## config.mk

```make
export PLATFORM = sky130hd
export DESIGN_NAME = hit_rate_limiter
export DESIGN_NICKNAME = d
export VERILOG_FILES = /design/src/rtl/hrl_pkg.sv /design/src/rtl/hrl_bucket.sv /design/src/rtl/hrl_drop_counter.sv /design/src/rtl/hit_rate_limiter.sv
export SDC_FILE = /design/constraint.sdc
export NUM_CORES = 1
export LEC_CHECK = 0
export ABC_AREA = 1
export CAP_MARGIN = 10
export CELL_PAD_IN_SITES_DETAIL_PLACEMENT = 0
export CELL_PAD_IN_SITES_GLOBAL_PLACEMENT = 1
export CORE_MARGIN = 8
export CORE_UTILIZATION = 34
export DETAILED_ROUTE_END_ITERATION = 16
export DONT_BUFFER_PORTS = 1
export GPL_TIMING_DRIVEN = 1
export PLACE_DENSITY = 0.59
export SLEW_MARGIN = 40
export SYNTH_ARGS = -nofsm -noshare
export SYNTH_HDL_FRONTEND = slang
export SYNTH_SLANG_ARGS = --single-unit
```

## constraint.sdc

```tcl
create_clock -name clk -period 3.2 [get_ports clk]
set_clock_uncertainty 0.2 [all_clocks]
set_input_delay 0.48 -clock clk [delete_from_list [all_inputs] [get_ports clk]]
set_output_delay 0.48 -clock clk [all_outputs]
set_load 0.02 [all_outputs]
```

## src/rtl/hrl_pkg.sv

```systemverilog
package hrl_pkg;

    localparam int DEF_STEP   = 32;
    localparam int DEF_THRESH = 224;
    localparam int DEF_CNT_W  = 16;

    // Outcome of one clock for the bucket, consumed by the drop counter.
    typedef enum logic [1:0] {
        ACT_IDLE  = 2'd0,
        ACT_PASS  = 2'd1,
        ACT_DROP  = 2'd2,
        ACT_CLEAR = 2'd3
    } hrl_act_e;

endpackage

```

## src/rtl/hrl_bucket.sv

```systemverilog
module hrl_bucket
    import hrl_pkg::*;
#(
    parameter int STEP   = DEF_STEP,
    parameter int THRESH = DEF_THRESH,
    parameter int ACC_W  = $clog2(THRESH + STEP + 1)
) (
    input  logic             clk,
    input  logic             rst_n,
    input  logic             spill_clr,
    input  logic             hit_in,
    output logic             pass_q_o,
    output hrl_act_e         act_o,
    output logic [ACC_W-1:0] level_o
);

    localparam logic [ACC_W-1:0] STEP_V   = ACC_W'(STEP);
    localparam logic [ACC_W-1:0] THRESH_V = ACC_W'(THRESH);
    localparam logic [ACC_W-1:0] ONE_V    = ACC_W'(1);

    typedef struct packed {
        logic [ACC_W-1:0] level;
        logic             pass;
    } bucket_t;

    bucket_t  st_d, st_q;
    hrl_act_e act_d;
    logic     under_thr;

    assign under_thr = (st_q.level < THRESH_V);

    always_comb begin
        st_d      = st_q;
        st_d.pass = 1'b0;
        act_d     = ACT_IDLE;
        if (spill_clr) begin
            st_d.level = '0;
            act_d      = ACT_CLEAR;
        end else if (hit_in) begin
            if (under_thr) begin
                st_d.level = st_q.level + STEP_V;
                st_d.pass  = 1'b1;
                act_d      = ACT_PASS;
            end else begin
                st_d.level = st_q.level - ONE_V;
                act_d      = ACT_DROP;
            end
        end else if (st_q.level != '0) begin
            st_d.level = st_q.level - ONE_V;
        end
    end

    always_ff @(posedge clk or negedge rst_n) begin
        if (!rst_n) begin
            st_q <= '0;
        end else begin
            st_q <= st_d;
        end
    end

    assign pass_q_o = st_q.pass;
    assign act_o    = act_d;
    assign level_o  = st_q.level;

endmodule

```

## src/rtl/hrl_drop_counter.sv

```systemverilog
module hrl_drop_counter
    import hrl_pkg::*;
#(
    parameter int CNT_W = DEF_CNT_W
) (
    input  logic             clk,
    input  logic             rst_n,
    input  hrl_act_e         act_i,
    output logic [CNT_W-1:0] count_o
);

    localparam logic [CNT_W-1:0] CNT_MAX = '1;
    localparam logic [CNT_W-1:0] ONE_C   = CNT_W'(1);

    typedef struct packed {
        logic [CNT_W-1:0] count;
    } cnt_t;

    cnt_t cnt_d, cnt_q;

    always_comb begin
        cnt_d = cnt_q;
        unique case (act_i)
            ACT_CLEAR: cnt_d.count = '0;
            ACT_DROP: begin
                if (cnt_q.count != CNT_MAX) begin
                    cnt_d.count = cnt_q.count + ONE_C;
                end
            end
            default: cnt_d = cnt_q;
        endcase
    end

    always_ff @(posedge clk or negedge rst_n) begin
        if (!rst_n) begin
            cnt_q <= '0;
        end else begin
            cnt_q <= cnt_d;
        end
    end

    assign count_o = cnt_q.count;

endmodule

```

## src/rtl/hit_rate_limiter.sv

```systemverilog
module hit_rate_limiter
    import hrl_pkg::*;
#(
    parameter int STEP   = DEF_STEP,
    parameter int THRESH = DEF_THRESH,
    parameter int CNT_W  = DEF_CNT_W
) (
    input  logic             clk,
    input  logic             rst_n,
    input  logic             spill_clr,
    input  logic             hit_in,
    output logic             hit_out,
    output logic [CNT_W-1:0] drop_cnt
);

    localparam int ACC_W = $clog2(THRESH + STEP + 1);

    hrl_act_e         bucket_act;
    logic [ACC_W-1:0] acc_level;

    hrl_bucket #(
        .STEP   (STEP),
        .THRESH (THRESH),
        .ACC_W  (ACC_W)
    ) u_bucket (
        .clk       (clk),
        .rst_n     (rst_n),
        .spill_clr (spill_clr),
        .hit_in    (hit_in),
        .pass_q_o  (hit_out),
        .act_o     (bucket_act),
        .level_o   (acc_level)
    );

    hrl_drop_counter #(
        .CNT_W (CNT_W)
    ) u_drops (
        .clk     (clk),
        .rst_n   (rst_n),
        .act_i   (bucket_act),
        .count_o (drop_cnt)
    );

endmodule

```

==> impl_results.md <==
- Status: complete, no violations
- Post-CTS Setup Inserts: 0
- Worst hold path class: in -> reg
- Total track usage: a little over an eighth
- Final hold vios: 0
- Row count: 25
- CTS tree: done
- Layout cell share with drive strength beyond 1: just over 8%
- Commonest non-fill, non-tap cell in the layout: nand2_1
- Design area: 1833 um^2
- Critical R2R Capture: u_drops.count_o[12]$_DFFE_PN0P_
- Lkg Pwr: between 0.8 and 0.9 nW
- Max-cap viol count: 0
- Crit path from: u_drops.count_o[0]$_DFFE_PN0P_
- R2r startpoint: u_drops.count_o[0]$_DFFE_PN0P_
- Final ANT Viol Nets: 0
- Hold path start: spill_clr
- Vias in the first global route: around 1.5k
- Via count: about 1.5k
- Endpoints failing setup: 0
- Slew Limit Fails: 0
- IO buf count: 0
- # hold bufs at CTS: 2
- Overflow after GRT: 0
- Least-Margin Pin Slew: 0.5002 ns
- Post-Route WL: ~4500 um
- Post-CTS sizing: 0
- Synthesized cell area: 1698 um^2
- Placed inst area: between 1500 and 2000 um^2
- Initial antenna violation count: 0
- Final min period: 2.197 ns
- Hold path cells: 3
- Tcrit/Tclk final: about two thirds
- Largest net degree at the start of global routing: 27
- Syn_area_per_cell: roughly 7.0 um^2
- Number of synthesized register bits: 26
- Clock latency on the worst-skew pair: approximately 0.28 ns
- Via/cell ratio: around 4.8
- Crit path arrival time: 2.20 ns
- RSZ-0062 raised after global routing: false
- Initial Util: 35.48%
- Worst Setup End Kind: flip-flop
- Slew headroom: between 60% and 70%
- Critical Path RT: 3.20 ns
- Worst Hold End: u_bucket.level_o[4]$_DFFE_PN0P_
- Core area: 4786 um^2
- Sequential element share of the synthesized area: 38.32%
- Area growth, synth to finish: 7.959%
- Reg2reg path depth: 9
- Setup_tns: 0 ns
- Routed WL per cell: around 14 um
- Slowest CP cell: dfrtp_1
- VDD IR max: ~0.00026 V
- DR DRC count: 0
- CTS root buf: clkbuf_8
- Synth Warn #: 0
- Post-Syn Nets: between 200 and 300
- Post-DP HPWL: approximately 3400 um
- IO Pins: 21
- Fillers: ~500
- Clock sink count: 26
- Nets@finish: between 200 and 300
- TritonCTS buffer count: 3
- Gate Count Post-Synth: around 240
- Pwr dens: around 540 nW/um^2
- CP Launch Type: flip-flop
- Register-to-register setup slack: roughly 1 ns
- Largest fanout on the critical path: 12
- Die width: just under 90 um
- Cell variety after synth: 28
- Antenna diodes: 0
- H-tree depth: 1
- Max incr delay on CP: roughly 0.58 ns
- DIE HEIGHT: around 87 um
- DIE AREA: 7511 um^2
- Clock-pin slew on the worst setup and hold paths: about 0.10 ns
- Longest Clk Path Bufs: 2
- DRT Pass-1 Iters: 4
- Most Frequent Cell on Critical Path: nor2_4
- Worst setup path class: reg -> reg
- Placer Congestion: roughly 0.77
- Iteration-0 DRC Markers: ~110
- Fmax: 455.2 MHz
- Crit-path cells: ha_1 > nand2_2 > nor2_4 > nand2_2 > nor2_4 > nor2_2 > nor2_4 > nand2_1 > o21ai_1
- Most frequent cells in the layout: nand2_1, inv_1, nor2_1, nand3_1, dfrtp_1
- First-pass GRT wire length: approximately 8000 um
-- metal layers --
metal,GRT usage (%),wire length [um],vias up
met2,18.13,1753,33
li1,-,-,784
met5,0,0,-
met1,19.42,2431,666
met3,3.308,252,5
met4,4.225,52,0
-- cells by family after synthesis --
family	Yosys count	share of synthesized area [%]
buffers and inverters	33	7.811
DFF	26	38.32
and+or+nand+nor	144	38.61
AOI/OAI and AO/OA	30	9.728
xor gates and xnor gates	5	2.579
adders and majority gates	4	2.948
-- registers in the layout, indices dropped and copies added (netlist names) --
register / cells
u_bucket.level_o: 9
u_bucket.pass_q_o: 1
u_drops.count_o: 16
-- layout make-up --
cell class / count / area, um^2 / share of cell area (%)
flip-flops and latches: 26 / 650.6 / 35.49
inverters: 30 / 112.6 / 6.143
repair buffers: 2 / 30.03 / 1.638
multi-input cells: 183 / 914.6 / 49.90
well taps: 67 / 83.83 / 4.573
clock buffers: 3 / 41.29 / 2.253
-- stage by stage --
stage	utilization [%]	total power [mW]	hold slack, ns	cells	setup slack, ns
2_1_floorplan	-	0.7119	-0.01559	242	1.335
3_3_place_gp	36.81	0.8124	-0.01474	306	0.9974
3_5_place_dp	36.81	0.7883	-0.01423	306	1.007
4_1_cts	38.30	1.005	0.1430	311	0.9799
5_1_grt	38.30	1.084	0.1695	311	0.7885
6_report	38.30	0.9885	0.1573	311	1.003
-- Yosys cell counts, drive strengths merged --
cell type  instances  area [um^2]
o21ai             19        98.85
o21bai             1        7.510
nand4              7        50.05
nand3             28        152.7
nand2             74        287.8
xnor2              1        8.760
o211ai             2        15.01
nor3               1        5.000
inv               30        112.6
o31ai              1        7.510
nor2              33        153.9
ha                 4        50.05
dfrtp             26        650.6
a21oi              6        30.03
buf                3        20.01
a31oi              1        6.260
xor2               4        35.03
or2                1        6.260
-- worst max path at each step --
stage | slack [ns] | end | cells past startpoint
6_report | 1.00 | u_drops.count_o[12]$_DFFE_PN0P_ | 9
2_1_floorplan | 1.33 | u_drops.count_o[3]$_DFFE_PN0P_ | 9
4_1_cts | 0.98 | u_drops.count_o[12]$_DFFE_PN0P_ | 9
3_5_place_dp | 1.01 | u_drops.count_o[3]$_DFFE_PN0P_ | 8
5_1_grt | 0.79 | u_drops.count_o[15]$_DFFE_PN0P_ | 9
3_3_place_gp | 1.0 | u_drops.count_o[3]$_DFFE_PN0P_ | 8
-- critical path: cells and delay by family, from the launching register on --
kind,cells,cell delay [ns]
and+or+nand+nor,7,0.93
AOI/OAI and AO/OA,1,0.08
adders and majority gates,1,0.33
DFF,1,0.58
-- power breakdown --
part           internal (mW)  switching [mW]  leakage (nW)
Combinational          0.128           0.234         0.452
Sequential             0.376          0.0562         0.355
Clock                 0.0847           0.110        0.0216
Total                  0.588           0.401         0.828
Power figures use the tool's default switching activity.
